===== src/rtl/iap_pkg.sv =====
package iap_pkg;
    localparam int ADDR_W = 5;
    localparam int BUS_W  = 32;
    localparam int REG_W  = 16;
    localparam int IDX_W  = 7;
    localparam int STATION_BYTES = 6;

    typedef enum logic [1:0] {
        SZ_BYTE  = 2'd0,
        SZ_WORD  = 2'd1,
        SZ_DWORD = 2'd2,
        SZ_RSVD  = 2'd3
    } acc_size_e;

    typedef enum logic [2:0] {
        PORT_NONE,
        PORT_CSR_DATA,
        PORT_POINTER,
        PORT_SOFT_RST,
        PORT_CFG_DATA,
        PORT_STATION
    } port_e;

    typedef enum logic {
        MODE_WORD,
        MODE_DWORD
    } mode_e;

    localparam logic [ADDR_W-1:0] OFS_CSR_DATA = 5'h10;
    localparam logic [ADDR_W-1:0] OFS_W_PTR    = 5'h12;
    localparam logic [ADDR_W-1:0] OFS_W_RST    = 5'h14;
    localparam logic [ADDR_W-1:0] OFS_W_CFG    = 5'h16;
    localparam logic [ADDR_W-1:0] OFS_D_PTR    = 5'h14;
    localparam logic [ADDR_W-1:0] OFS_D_RST    = 5'h18;
    localparam logic [ADDR_W-1:0] OFS_D_CFG    = 5'h1C;

    localparam logic [REG_W-1:0] CSR0_RESET = 16'h0004;
    localparam int ID_LO_IDX = 88;
    localparam int ID_HI_IDX = 89;
endpackage


===== src/rtl/iap_mode_fsm.sv =====
module iap_mode_fsm
    import iap_pkg::*;
(
    input  logic              clk,
    input  logic              rst_n,
    input  logic              wr_acc,
    input  logic [1:0]        size,
    input  logic [ADDR_W-1:0] addr,
    output logic              dword_mode
);
    mode_e state_q, state_d;
    logic  widen;

    assign widen = wr_acc && (size == SZ_DWORD) && (addr == OFS_CSR_DATA);

    always_comb begin
        state_d = state_q;
        unique case (state_q)
            MODE_WORD:  if (widen) state_d = MODE_DWORD;   // T_WIDEN
            MODE_DWORD: state_d = MODE_DWORD;
        endcase
    end

    always_ff @(posedge clk or negedge rst_n) begin
        if (!rst_n) state_q <= MODE_WORD;
        else        state_q <= state_d;
    end

    always_comb begin
        unique case (state_q)
            MODE_WORD:  dword_mode = 1'b0;
            MODE_DWORD: dword_mode = 1'b1;
        endcase
    end
endmodule


===== src/rtl/iap_decode.sv =====
module iap_decode
    import iap_pkg::*;
(
    input  logic [ADDR_W-1:0] addr,
    input  logic [1:0]        size,
    input  logic              dword_mode,
    output port_e             sel,
    output logic [2:0]        st_idx
);
    assign st_idx = addr[2:0];

    always_comb begin
        sel = PORT_NONE;
        if (size == SZ_BYTE) begin
            if (int'(addr) < STATION_BYTES) sel = PORT_STATION;
        end else if (!dword_mode && size == SZ_WORD) begin
            unique case (addr)
                OFS_CSR_DATA: sel = PORT_CSR_DATA;
                OFS_W_PTR:    sel = PORT_POINTER;
                OFS_W_RST:    sel = PORT_SOFT_RST;
                OFS_W_CFG:    sel = PORT_CFG_DATA;
                default:      sel = PORT_NONE;
            endcase
        end else if (dword_mode && size == SZ_DWORD) begin
            unique case (addr)
                OFS_CSR_DATA: sel = PORT_CSR_DATA;
                OFS_D_PTR:    sel = PORT_POINTER;
                OFS_D_RST:    sel = PORT_SOFT_RST;
                OFS_D_CFG:    sel = PORT_CFG_DATA;
                default:      sel = PORT_NONE;
            endcase
        end
    end
endmodule


===== src/rtl/iap_regbank.sv =====
module iap_regbank
    import iap_pkg::*;
#(
    parameter int              DEPTH     = 8,
    parameter int              DW        = REG_W,
    parameter logic [DW-1:0]   RST0      = '0,
    parameter bit              CLEARABLE = 1'b1,
    parameter int              TAP_IDX   = 0
) (
    input  logic             clk,
    input  logic             rst_n,
    input  logic             clear,
    input  logic             we,
    input  logic [IDX_W-1:0] widx,
    input  logic [DW-1:0]    wdata,
    input  logic [IDX_W-1:0] ridx,
    output logic [DW-1:0]    rdata,
    output logic [DW-1:0]    tap
);
    localparam int TAP_SAFE = (TAP_IDX < DEPTH) ? TAP_IDX : 0;

    logic [DW-1:0] bank [DEPTH];

    for (genvar g = 0; g < DEPTH; g++) begin : g_ent
        localparam logic [DW-1:0] INIT = (g == 0) ? RST0 : '0;
        logic [DW-1:0] ent_q;
        always_ff @(posedge clk or negedge rst_n) begin
            if (!rst_n)                    ent_q <= INIT;
            else if (clear && CLEARABLE)   ent_q <= INIT;
            else if (we && widx == IDX_W'(g)) ent_q <= wdata;
        end
        assign bank[g] = ent_q;
    end

    always_comb begin
        rdata = '0;
        for (int i = 0; i < DEPTH; i++)
            if (ridx == IDX_W'(i)) rdata = bank[i];
    end

    assign tap = bank[TAP_SAFE];
endmodule


===== src/rtl/iap_port.sv =====
module iap_port
    import iap_pkg::*;
#(
    parameter int          CSR_DEPTH = 8,
    parameter int          CFG_DEPTH = 32,
    parameter int          STYLE_IDX = 20,
    parameter logic [15:0] PART_CODE = 16'h2627
) (
    input  logic                       clk,
    input  logic                       rst_n,
    input  logic [ADDR_W-1:0]          bus_addr,
    input  logic [1:0]                 bus_size,
    input  logic                       bus_wr,
    input  logic                       bus_rd,
    input  logic [BUS_W-1:0]           bus_wdata,
    output logic [BUS_W-1:0]           bus_rdata,
    output logic                       bus_rvalid,
    input  logic [8*STATION_BYTES-1:0] station_addr,
    output logic                       dword_mode,
    output logic                       desc32
);
    localparam logic [REG_W-1:0] ID_LO = {PART_CODE[3:0], 12'h003};
    localparam logic [REG_W-1:0] ID_HI = {4'h0, PART_CODE[15:4]};

    logic             rd_acc, wr_acc, soft_rst;
    port_e            sel;
    logic [2:0]       st_idx;
    logic [REG_W-1:0] ptr_q;
    logic [IDX_W-1:0] idx;
    logic [REG_W-1:0] csr_bank_rd, csr_val, cfg_rd, cfg_tap, csr_tap_unused;
    logic [7:0]       st_byte;
    logic [BUS_W-1:0] rd_mux;
    logic             unused_wdata_hi;

    assign rd_acc   = bus_rd;
    assign wr_acc   = bus_wr && !bus_rd;
    assign idx      = ptr_q[IDX_W-1:0];
    assign soft_rst = rd_acc && (sel == PORT_SOFT_RST);
    assign unused_wdata_hi = ^{bus_wdata[BUS_W-1:REG_W], csr_tap_unused};

    iap_mode_fsm u_fsm (
        .clk        (clk),
        .rst_n      (rst_n),
        .wr_acc     (wr_acc),
        .size       (bus_size),
        .addr       (bus_addr),
        .dword_mode (dword_mode)
    );

    iap_decode u_dec (
        .addr       (bus_addr),
        .size       (bus_size),
        .dword_mode (dword_mode),
        .sel        (sel),
        .st_idx     (st_idx)
    );

    always_ff @(posedge clk or negedge rst_n) begin
        if (!rst_n)                              ptr_q <= '0;
        else if (soft_rst)                       ptr_q <= '0;
        else if (wr_acc && sel == PORT_POINTER)  ptr_q <= bus_wdata[REG_W-1:0];
    end

    iap_regbank #(
        .DEPTH(CSR_DEPTH), .DW(REG_W), .RST0(CSR0_RESET), .CLEARABLE(1'b1), .TAP_IDX(0)
    ) u_csr (
        .clk   (clk),
        .rst_n (rst_n),
        .clear (soft_rst),
        .we    (wr_acc && sel == PORT_CSR_DATA),
        .widx  (idx),
        .wdata (bus_wdata[REG_W-1:0]),
        .ridx  (idx),
        .rdata (csr_bank_rd),
        .tap   (csr_tap_unused)
    );

    iap_regbank #(
        .DEPTH(CFG_DEPTH), .DW(REG_W), .RST0('0), .CLEARABLE(1'b0), .TAP_IDX(STYLE_IDX)
    ) u_cfg (
        .clk   (clk),
        .rst_n (rst_n),
        .clear (soft_rst),
        .we    (wr_acc && sel == PORT_CFG_DATA),
        .widx  (idx),
        .wdata (bus_wdata[REG_W-1:0]),
        .ridx  (idx),
        .rdata (cfg_rd),
        .tap   (cfg_tap)
    );

    assign desc32 = (cfg_tap == 16'h0002) || (cfg_tap == 16'h0003);

    always_comb begin
        if (idx == IDX_W'(ID_LO_IDX))      csr_val = ID_LO;
        else if (idx == IDX_W'(ID_HI_IDX)) csr_val = ID_HI;
        else                               csr_val = csr_bank_rd;
    end

    always_comb begin
        st_byte = '0;
        for (int i = 0; i < STATION_BYTES; i++)
            if (st_idx == 3'(i)) st_byte = station_addr[i*8 +: 8];
    end

    always_comb begin
        unique case (sel)
            PORT_CSR_DATA: rd_mux = {{(BUS_W-REG_W){1'b0}}, csr_val};
            PORT_POINTER:  rd_mux = {{(BUS_W-REG_W){1'b0}}, ptr_q};
            PORT_CFG_DATA: rd_mux = {{(BUS_W-REG_W){1'b0}}, cfg_rd};
            PORT_STATION:  rd_mux = {{(BUS_W-8){1'b0}}, st_byte};
            default:       rd_mux = '0;
        endcase
    end

    always_ff @(posedge clk or negedge rst_n) begin
        if (!rst_n) begin
            bus_rdata  <= '0;
            bus_rvalid <= 1'b0;
        end else begin
            bus_rdata  <= rd_acc ? rd_mux : '0;
            bus_rvalid <= rd_acc;
        end
    end
endmodule


===== config.mk =====
export PLATFORM = sky130hd
export DESIGN_NAME = iap_port
export DESIGN_NICKNAME = d
export VERILOG_FILES = /design/src/rtl/iap_pkg.sv /design/src/rtl/iap_mode_fsm.sv /design/src/rtl/iap_decode.sv /design/src/rtl/iap_regbank.sv /design/src/rtl/iap_port.sv
export SDC_FILE = /design/constraint.sdc
export NUM_CORES = 1
export LEC_CHECK = 0
export ABC_AREA = 1
export BUFFER_PORTS_ARGS = -buffer_cell sky130_fd_sc_hd__buf_2
export CORE_ASPECT_RATIO = 1.1
export CORE_MARGIN = 3
export CORE_UTILIZATION = 25
export CTS_CLUSTER_DIAMETER = 50
export DETAILED_ROUTE_END_ITERATION = 7
export GPL_ROUTABILITY_DRIVEN = 0
export REMOVE_ABC_BUFFERS = 1
export SLEW_MARGIN = 20
export SYNTH_ARGS = -nofsm -noshare
export SYNTH_HDL_FRONTEND = slang
export SYNTH_SLANG_ARGS = --single-unit

===== constraint.sdc =====
create_clock -name clk -period 3.2 [get_ports clk]
set_input_delay 0.32 -clock clk [delete_from_list [all_inputs] [get_ports clk]]
set_output_delay 0.32 -clock clk [all_outputs]
set_load 0.02 [all_outputs]

After elaboration in Yosys (flattened, before gate mapping)
Index checks and enable logic that the tools add are counted.
{"block": "op_classes", "bitwise_logic": 1, "order_cmp": 1, "reduce_logical": 64, "eq_ne": 53, "n_mux": 77}
{"cell": "$mux W16", "n": 60}
{"cell": "$eq A7 B5 Y1 const B", "n": 16}
{"cell": "$pmux W16 S4", "n": 1}
{"cell": "$eq A7 B4 Y1 const B", "n": 8}
{"cell": "$logic_and A1 B1 Y1", "n": 49}
{"cell": "$mux W8", "n": 6}
{"cell": "$eq A16 B2 Y1 const B", "n": 2}
{"cell": "$mux W32", "n": 1}
{"cell": "$eq A5 B5 Y1 const B", "n": 6}
{"cell": "$eq A7 B3 Y1 const B", "n": 4}
{"cell": "$pmux W3 S4", "n": 2}
{"cell": "$reduce_bool A2 Y1", "n": 9}
{"cell": "$eq A7 B2 Y1 const B", "n": 2}
{"cell": "$eq A7 B7 Y1 const B", "n": 2}
{"cell": "$eq A3 B2 Y1 const B", "n": 4}
{"cell": "$eq A3 B3 Y1 const B", "n": 4}
{"cell": "$mux W3", "n": 4}
{"cell": "$eq A7 B1 Y1 const B", "n": 1}
{"cell": "$logic_not A7 Y1", "n": 1}
{"cell": "$eq A3 B1 Y1 const B", "n": 2}
{"cell": "$lt A5 B3 Y1 const B", "n": 1}
{"cell": "$pmux W1 S2", "n": 2}
{"cell": "$logic_not A3 Y1", "n": 1}
{"cell": "$eq A2 B1 Y1 const B", "n": 1}
{"cell": "6 further kinds", "n": 7}
{"block": "totals", "reg_bits": 690, "input_bits": 91, "elab_cells": 240}

Longest topological paths before layout
Gate-level depths: netlist (run 1).
{"block": "logic_depth", "ltp_word": 35, "ltp_mapped": 26, "ltp_nobuf": 26}

Modules after synthesis
A second synthesis (run 1) with hierarchy kept.
{"block": "unflattened", "hier_cells": 3990, "hier_area_um2": 31300.0}
{"mod": "iap_regbank at u_cfg", "area_per_inst_um2": 22664.2, "cells_per_inst": 2833, "instances": 1, "seq_area_each_um2": 12812.3}
{"mod": "iap_regbank at u_csr", "area_per_inst_um2": 6042.0, "cells_per_inst": 748, "instances": 1, "seq_area_each_um2": 3204.3}
{"mod": "iap_port", "area_per_inst_um2": 2333.5, "cells_per_inst": 354, "instances": 1, "seq_area_each_um2": 825.8}
{"mod": "iap_decode", "area_per_inst_um2": 182.7, "cells_per_inst": 40, "instances": 1, "seq_area_each_um2": 0.0}
{"mod": "iap_mode_fsm", "area_per_inst_um2": 77.6, "cells_per_inst": 15, "instances": 1, "seq_area_each_um2": 25.0}

Worst setup path before layout (run 1)
Ideal clock, no wire load.
{"block": "synth_timing", "path_type": "reg2reg", "from": "register ptr_q[4]", "to": "register bus_rdata[8]", "path_stages_with_launch": 24, "synth_period_minus_slack_ns": 2.381, "arrival_time_ns": 2.252, "required_ns": 3.072, "setup_ns": 0.128, "n_path_buf": 2, "path_slack_ns": 0.819, "path_cell_list": "dfrtp_1 > inv_2 > nand3_2 > buf_6 > nor2_1 > inv_2 > buf_2 > or2_0 > nand2_1 > nand4_1 > nand2_1 > nand3_1 > nand2_1 > nand3_1 > nand2_1 > nand4_1 > nor2_1 > nand4_1 > nor2_1 > nand4_1 > nor2_1 > nand3_1 > nand2_1 > a21oi_1"}
{"block": "synth_via", "elab_chain_cells": 35, "word_cells_on_any_way": 78}
{"item": "start, declared", "line_no": "iap_port.sv:28", "rtl": "logic [REG_W-1:0] ptr_q;"}
{"item": "start signal, assigned", "line_no": "iap_port.sv:61", "rtl": "else if (wr_acc && sel == PORT_POINTER) ptr_q <= bus_wdata[REG_W-1:0];"}
{"item": "$logic_not A7 Y1", "line_no": "iap_regbank.sv:38", "rtl": "if (ridx == IDX_W'(i)) rdata = bank[i];"}
{"item": "$mux W16 (32 in a row)", "line_no": "iap_regbank.sv:38"}
{"item": "$pmux W16 S4 (*)", "line_no": "iap_port.sv:107", "rtl": "unique case (sel)"}
{"item": "$mux W32 (*)", "line_no": "iap_port.sv:121", "rtl": "bus_rdata <= rd_acc ? rd_mux : '0;"}
{"item": "end signal, assigned", "line_no": "iap_port.sv:121"}
{"item": "end, declared", "line_no": "iap_port.sv:16", "rtl": "output logic [BUS_W-1:0] bus_rdata,"}
Mark *: on every way between the ends. The rest lies on a longest branch, timed or not.
A chain may end at the register's enable or synchronous reset.

Worst setup path after layout (run 1)
{"block": "layout_timing", "from": "register ptr_q[1]", "to": "register bus_rdata[2]"}
The elaborated chain is that of the path after synthesis.

==> impl_results.md, run 1 <==
- Met2 WL post-DR: 44.0 mm
- Largest delay contributor family on the critical path: simple AND/OR/NAND/NOR gates
- Measured slew at the worst slew-check pin: 1.03 ns
- FF+latch count, synth: 674
- DRC violations left: 0
- Die Height: 370 microns
- Vias: 25.9k
- Placed inst area: 33500 sq um
- PwrDens: 493 nW/um^2
- DP HPWL: 63.3 mm
- Compound-cell area share of the yosys netlist: 14.5%
- VDD IR max: 0.345 mV
- Mapped cell area: 30200 sq um
- Fin worst setup slack: -0.213 ns
- Post-synthesis mux area share: 0%
- Final core occ: 31.1%
- Worst-path clk slew: 0.06 ns
- Combinational family with the most area after synthesis: simple AND/OR/NAND/NOR gates
- Final Cell Area: 37200 sq um
- Clock buffers created by TritonCTS: 78
- Max Slew Vio Count: 0
- RSZ-0062 raised after global routing: true
- CTS tree: done
- Gr ovfl total: 0
- Seq/Total Area, Yosys: 55.9%
- Initial Util: 25.2%
- Die area: 125000 sq um
- Placeable Area: 120000 sq um
- Critical path's largest stage delay: 0.39 ns
- Outcome: finished, violations left
- Layout Cells excl Fill: 5546
- Fin. Hold Viols: 0
- Leakage: 16.8 nW
- Area grow syn2layout: 23.3%
- Placement Setup Slack: -0.374 ns
- Critical-path cell with the highest stage delay: dfrtp_1
- Largest net degree at the start of global routing: 122
- Row cnt: 133
- Worst-skew pair later-pin latency: 0.63 ns
- Share of layout cells above drive strength 1: 17.3%
- Bufs on Longest Clock Path: 3
- Crit Path Max Fanout: 6
- Met3 wire len: 4.63 mm
- Max-cap viol count: 0
- Cells after DPL: 5350
- DR vias/cell: 4.67
- Total power: 18.4 mW
- Antenna-violating nets left: 0
- Buf/Inv on CP: 4
- DR WL/cell: 17.0 microns
- Min Tclk post-route: 3.41 ns
- Yosys cell types: 44
- # clock sinks: 674
- Die X: 337 microns
- Clock Skew: 0.0254 ns
- GRT Resource Usage Total: 14.7%
- Gate Count Post-Synth: 3728
- Final period utilization: 107%
- Synth Warn #: 0
- Slew margin rel.: 30.9%
- Worst min path class: in -> reg
- Top layer used by detailed routing: met4
- Fmax: 293 MHz
- DRT Wirelength: 94.3 mm
- Synth Area in XOR/XNOR: 0%
- Pre-Repair DR Iteration Count: 6
- Setup CP Type: reg -> reg
- Synth Area in Simple Gates: 23.4%
- Violations in the final reports: setup timing
- Antenna violations before repair: 3
- R2R setup slack: -0.21 ns
- CP Capture Type: flop
- First DRT Iteration DRCs: 2572
- Worst path arrival time: 3.91 ns
- Fraction of the mapped netlist area in adder cells: 0%
- Post-Syn Area per Cell: 8.10 sq um
- # fillers: 12.4k
- Endpoints failing setup: 12
- Number of global-route vias before repair: 24.4k
- CP Launch Type: flop
- Boundary pin count: 126
- Critical path data required time: 3.70 ns
- Clk root buf: clkbuf_16
- M1 WL: 43.5 mm
- Global-route wire length before repair: 146 mm
- Buffers on Ports: 93
- Nets: 4021
- Most frequent CP cell: nand4_1
- H-tree depth: 3
[through the flow]
step | hold WS [ns] | setup TNS [ns]
after floorplan | 0.0244 | -191.10
after global placement | 0.323 | -3.02
after detailed placement | 0.325 | -3.49
after CTS | 0.0364 | -1.17
after global routing | 0.0784 | -4.38
final | 0.0657 | -1.21
[layout make-up]
cell class / instances / area [sq um] / area share [%]
multi-input combinational: 2592 / 12100 / 32.5
inverter: 223 / 856 / 2.30
timing repair inverter: 3 / 22.5 / 0.0605
timing repair buffer: 358 / 2880 / 7.73
clock buffer: 116 / 2300 / 6.17
antenna: 3 / 7.51 / 0.0202
clock inverter: 25 / 270 / 0.726
sequential: 674 / 16900 / 45.3
tap: 1552 / 1940 / 5.22
[cell families after synthesis]
logic type,count (synthesis)
AND/OR/NAND/NOR,1734
flip-flops,674
buffers and inverters,477
other,1
AO/OA/AOI/OAI,842
[flip-flops by register name, indices dropped and copies added, names as in the netlist]
register           flops
u_cfg.tap             16
u_cfg.g_ent.ent_q    496
bus_rdata             16
ptr_q                 16
u_csr.g_ent.ent_q    112
u_csr.tap             16
bus_rvalid             1
u_fsm.state_q          1
[worst register-to-register path, delay by kind of cell, from the launching register on]
kind	cells	cell delay, ns
AO/OA/AOI/OAI	1	0.05
buffers and inverters	4	0.54
flip-flops	1	0.39
AND/OR/NAND/NOR	22	2.31
[synthesized netlist by cell type]
cell type  instances  area, sq um
a211oi_1           4         30.0
a21oi_1           97          485
a221oi_1          14          123
a22o_1             3         26.3
a22oi_1            2         15.0
a2bb2oi_1          1         8.76
a311oi_1           1         8.76
a31oi_1            9         56.3
a32oi_1            8         70.1
a41oi_1            2         17.5
and3_1             5         31.3
buf_1             11         41.3
buf_2             15         75.1
buf_4             16          120
buf_6              1         11.3
clkbuf_1         211          792
clkinv_1           5         18.8
conb_1             1         3.75
dfrtp_1          673        16800
dfstp_2            1         26.3
inv_1            205          769
inv_2             13         48.8
nand2_1         1287         4830
nand2_2            1         6.26
nand3_1           53          265
nand3_2            1         10.0
nand3b_1           1         7.51
nand4_1          106          663
nor2_1           203          762
nor2_2            10         62.6
nor2_4             1         11.3
nor3_1             8         40.0
nor3_2             2         20.0
nor3b_1            1         7.51
nor4_1             3         18.8
o2111ai_1          2         17.5
o211ai_1           3         22.5
o21ai_0          691         3460
o21ai_1            1         5.00
o21bai_1           3         22.5
o22ai_1            1         6.26
or2_0              8         50.1
or2_1              8         50.1
or2_2             36          225
[routing by layer]
layer | track usage [%] | up-vias
li1 | - | 12500
met1 | 20.7 | 12600
met2 | 23.6 | 684
met3 | 1.86 | 120
met4 | 4.30 | 0
met5 | 0 | -
[placed cells by master, fill, tap and decap left out, types with 8 or more instances in the layout]
cell type      n
a21oi_1       90
a221oi_1      14
a31oi_1        9
a32oi_1        8
buf_12        20
buf_2         92
buf_4        211
buf_6         27
clkbuf_1      20
clkbuf_16     81
clkbuf_8      16
clkinv_2       9
clkinvlp_4    11
conb_1        16
dfrtp_1      673
inv_1        194
inv_2         19
nand2_1     1231
nand2_2       47
nand2_4       10
nand3_1       33
nand3_2       17
nand4_1      106
nor2_1       156
nor2_2        37
nor2_4        21
o21ai_0      691
or2_0          8
or2_1          8
or2_2         36
[timing repair]
action	4_1_cts	5_1_grt
hold buffers	3	0
cloned	0	4
hold endpoints to repair	48	0
pin swaps	33	102
setup buffers	22	25
setup endpoints to repair	16	80
gates resized for setup	92	127
[power breakdown]
part | internal [mW] | switching, mW
clock network | 5.24 | 3.65
logic | 0.258 | 0.646
registers | 8.56 | 0.0218
[worst paths after layout]
kind	start	end	depth (start not counted)
worst max-delay path	ptr_q[1]$_DFFE_PN0P_	bus_rdata[2]$_DFF_PN0_	27
worst min-delay path	bus_size[0]	u_fsm.state_q$_DFF_PN0_	4
worst max register to register	ptr_q[1]$_DFFE_PN0P_	bus_rdata[2]$_DFF_PN0_	27
worst min register to register	u_cfg.g_ent[23].ent_q[0]$_DFFE_PN0P_	u_cfg.g_ent[23].ent_q[0]$_DFFE_PN0P_	2
max in group asynchronous	rst_n	u_csr.g_ent[1].ent_q[8]$_DFFE_PN0P_	3
min in group asynchronous	rst_n	u_cfg.g_ent[7].ent_q[15]$_DFFE_PN0P_	2
Power figures use the tool's default switching activity.
==> run 2, diff against run 1 <==
CORE_MARGIN = not set   (was 3)
==> impl_results.md, run 2 (synthesis gave the netlist of run 1 again) <==
- Measured slew at the worst slew-check pin: 0.952 ns (-0.0828 ns)
- PwrDens: 503 nW/um^2 (+1.8%)
- Nets: 4023 (+0.050%)
- RSZ-0062 raised after global routing: true
- Cell depth of the worst hold path: 4 (unchanged)
- Setup CP Type: reg -> reg
- DRT Wirelength: 93.8 mm (-0.59%)
- GRT Resource Usage Total: 15.2% (+0.46 points)
- Final Cell Area: 37000 sq um (-0.55%)
- Slew margin rel.: 36.5% (+5.6 points)
- R2r endpoint: bus_rdata[3]$_DFF_PN0_
- Min-delay src: bus_size[0]
- Worst R2R Path Depth: 22 (-19%)
- Share of layout cells above drive strength 1: 16.7% (-0.58 points)
- # clock sinks: 674 (unchanged)
- Clock Skew: 0.0256 ns (+0.000225 ns)
- Endpoints failing setup: 12 (unchanged)
- Boundary pin count: 126 (unchanged)
- WHS Endpoint: u_fsm.state_q$_DFF_PN0_
- Die X: 333 microns (-1.2%)
- Final period utilization: 105% (-1.5 points)
- Largest net degree at the start of global routing: 77 (-37%)
- Die Height: 366 microns (-1.1%)
- Buf/Inv on CP: 2 (-2)
- Worst min path class: in -> reg
- Critical path's largest stage delay: 0.46 ns (+0.07 ns)
- Top Registers: u_cfg.g_ent.ent_q x496, u_csr.g_ent.ent_q x112
- DRC violations left: 0 (unchanged)
- Global-route wire length before repair: 148 mm (+1.3%)
- Fin worst setup slack: -0.165 ns (+0.0478 ns)
- Antenna-violating nets left: 0 (unchanged)
- Max-cap viol count: 0 (unchanged)
- Initial Util: 25.2% (unchanged)
- Max reg flops: 496 (unchanged)
- Final core occ: 30.9% (-0.17 points)
- Die area: 122000 sq um (-2.3%)
- Hold_ws: 0.0765 ns (+0.0107 ns)
- Clock buffers created by TritonCTS: 78 (unchanged)
- Gr ovfl total: 0 (unchanged)
- Biggest register: u_cfg.g_ent.ent_q
- Pre-Repair DR Iteration Count: 8 (+2)
- Placeable Area: 120000 sq um (unchanged)
- Leakage: 16.6 nW (-0.78%)
- Max Slew Vio Count: 0 (unchanged)
- Worst path cell trace: nor2_2 > nand2_2 > nor2_4 > inv_2 > nor2_1 > o21bai_2 > buf_4 > nand4_1 > nand2_1 > nand4_1 > nand2_2 > nand4_1 > nor2_2 > nand4_1 > nor2_2 > nand4_1 > nor2_2 > nand4_1 > nand2_1 > nand3_1 > nand2_1 > a21oi_1
- DP HPWL: 63.4 mm (about the same)
- Fmax: 297 MHz (+1.4%)
- Buffers on Ports: 93 (unchanged)
- Critical-path cell with the highest stage delay: dfrtp_2
- H-tree depth: 3 (unchanged)
- Fin. Hold Viols: 0 (unchanged)
- Worst path arrival time: 3.86 ns (-0.05 ns)
- Layout Cells excl Fill: 5546 (unchanged)
- Area grow syn2layout: 22.7%
- RR Startpoint: ptr_q[3]$_DFFE_PN0P_
- Antenna violations before repair: 4 (+1)
- VDD IR max: 0.383 mV (+11%)
- Commonest non-fill, non-tap cell in the layout: nand2_1
- Violations in the final reports: setup timing
- Crit Path Max Fanout: 6 (unchanged)
- Min Tclk post-route: 3.37 ns (-0.0478 ns)
- Placed inst area: 33600 sq um (+0.46%)
- DR WL/cell: 16.9 microns (-0.59%)
- # fillers: 12.5k (+0.92%)
- Clk root buf: clkbuf_16
- CP Launch Type: flop
- Critical path data required time: 3.70 ns (about the same)
- Most frequent cells in the layout: 1252 x nand2_1, 691 x o21ai_0, 670 x dfrtp_1
- CTS tree: done
- Cells after DPL: 5367 (+0.32%)
- Row cnt: 133 (unchanged)
- Vias: 25.9k (-0.027%)
- Bufs on Longest Clock Path: 3 (unchanged)
- Worst-path clk slew: 0.06 ns (about the same)
- R2R setup slack: -0.17 ns (+0.05 ns)
- Number of global-route vias before repair: 24.9k (+2.0%)
- Outcome: finished, violations left
- Largest delay contributor family on the critical path: simple AND/OR/NAND/NOR gates
- Most frequent CP cell: nand4_1
- CP Capture Type: flop
- Worst-skew pair later-pin latency: 0.63 ns (about the same)
- DR vias/cell: 4.67 (about the same)
- First DRT Iteration DRCs: 2340 (-9.0%)
-- run 2: cell count changes in the layout (fill, tap and decap cells not counted), moves of 4 or more --
cell / delta
buf_4: +19
nand3_1: +7
nor2_2: +5
nand2_4: -8
nand2_2: -13
inv_1: +4
clkbuf_1: -9
nor2_4: -6
nand2_1: +21
buf_6: -10
clkinv_4: +9
nand3_2: -5
-- run 2: worst min-delay path, cell delays in order --
cell	delay, ns
buf_2	0.11
inv_1	0.07
nand4_1	0.08
o21ai_0	0.07
-- run 2: layout make-up --
type	instances	area, sq um	share of cell area [%]
Multi-Input combinational cell	2592	11900	32.1
Inverter	223	848	2.29
Timing Repair Buffer	362	2800	7.57
Sequential cell	674	16900	45.6
Timing Repair inverter	1	7.51	0.0203
Clock buffer	106	2260	6.11
Tap cell	1552	1940	5.25
Clock inverter	35	392	1.06
Antenna cell	1	2.50	0.00676
-- run 2: stage by stage --
| stage | setup WS, ns | TNS, ns | total power, mW |
|---|---|---|---|
| 2_1_floorplan | -0.879 | -191.10 | 8.96 |
| 3_3_place_gp | -0.325 | -2.56 | 9.54 |
| 3_5_place_dp | -0.371 | -3.13 | 9.55 |
| 4_1_cts | -0.160 | -0.872 | 18.7 |
| 5_1_grt | -0.388 | -4.49 | 19.2 |
| 6_report | -0.165 | -1.09 | 18.6 |
-- run 2: what timing repair did --
| item | 4_1_cts | 5_1_grt |
|---|---|---|
| endpoints found under the setup margin | 16 | 36 |
| pin swaps | 23 | 64 |
| resized for setup | 79 | 70 |
| hold buffers | 3 | 0 |
| buffers inserted | 17 | 18 |
| endpoints found under the hold margin | 46 | 0 |
| gates cloned | 0 | 1 |
-- run 2: where the power goes --
group / switching, mW / leakage (nW) / internal (mW)
logic: 0.633 / 5.99 / 0.264
registers: 0.0311 / 9.37 / 8.56
clock network: 3.72 / 1.28 / 5.40
-- run 2: per-layer routing --
| metal | global-route usage, % | part of all wire (%) |
|---|---|---|
| met1 | 21.1 | 46 |
| met2 | 24.4 | 46 |
| met5 | 0 | 0.029 |
| met3 | 1.84 | 4.9 |
| met4 | 5.02 | 2.7 |
-- run 2: how the worst max path moves through the flow --
stage / slack [ns] / cells past startpoint / end / start
floorplan: -0.88 / 7 / u_cfg.g_ent[31].ent_q[0]$_DFFE_PN0P_ / ptr_q[5]$_DFFE_PN0P_
global placement: -0.33 / 22 / bus_rdata[3]$_DFF_PN0_ / ptr_q[3]$_DFFE_PN0P_
detailed placement: -0.37 / 22 / bus_rdata[3]$_DFF_PN0_ / ptr_q[3]$_DFFE_PN0P_
CTS: -0.16 / 23 / bus_rdata[3]$_DFF_PN0_ / ptr_q[0]$_DFFE_PN0P_
global route: -0.39 / 21 / bus_rdata[11]$_DFF_PN0_ / ptr_q[3]$_DFFE_PN0P_
finish: -0.17 / 22 / bus_rdata[3]$_DFF_PN0_ / ptr_q[3]$_DFFE_PN0P_
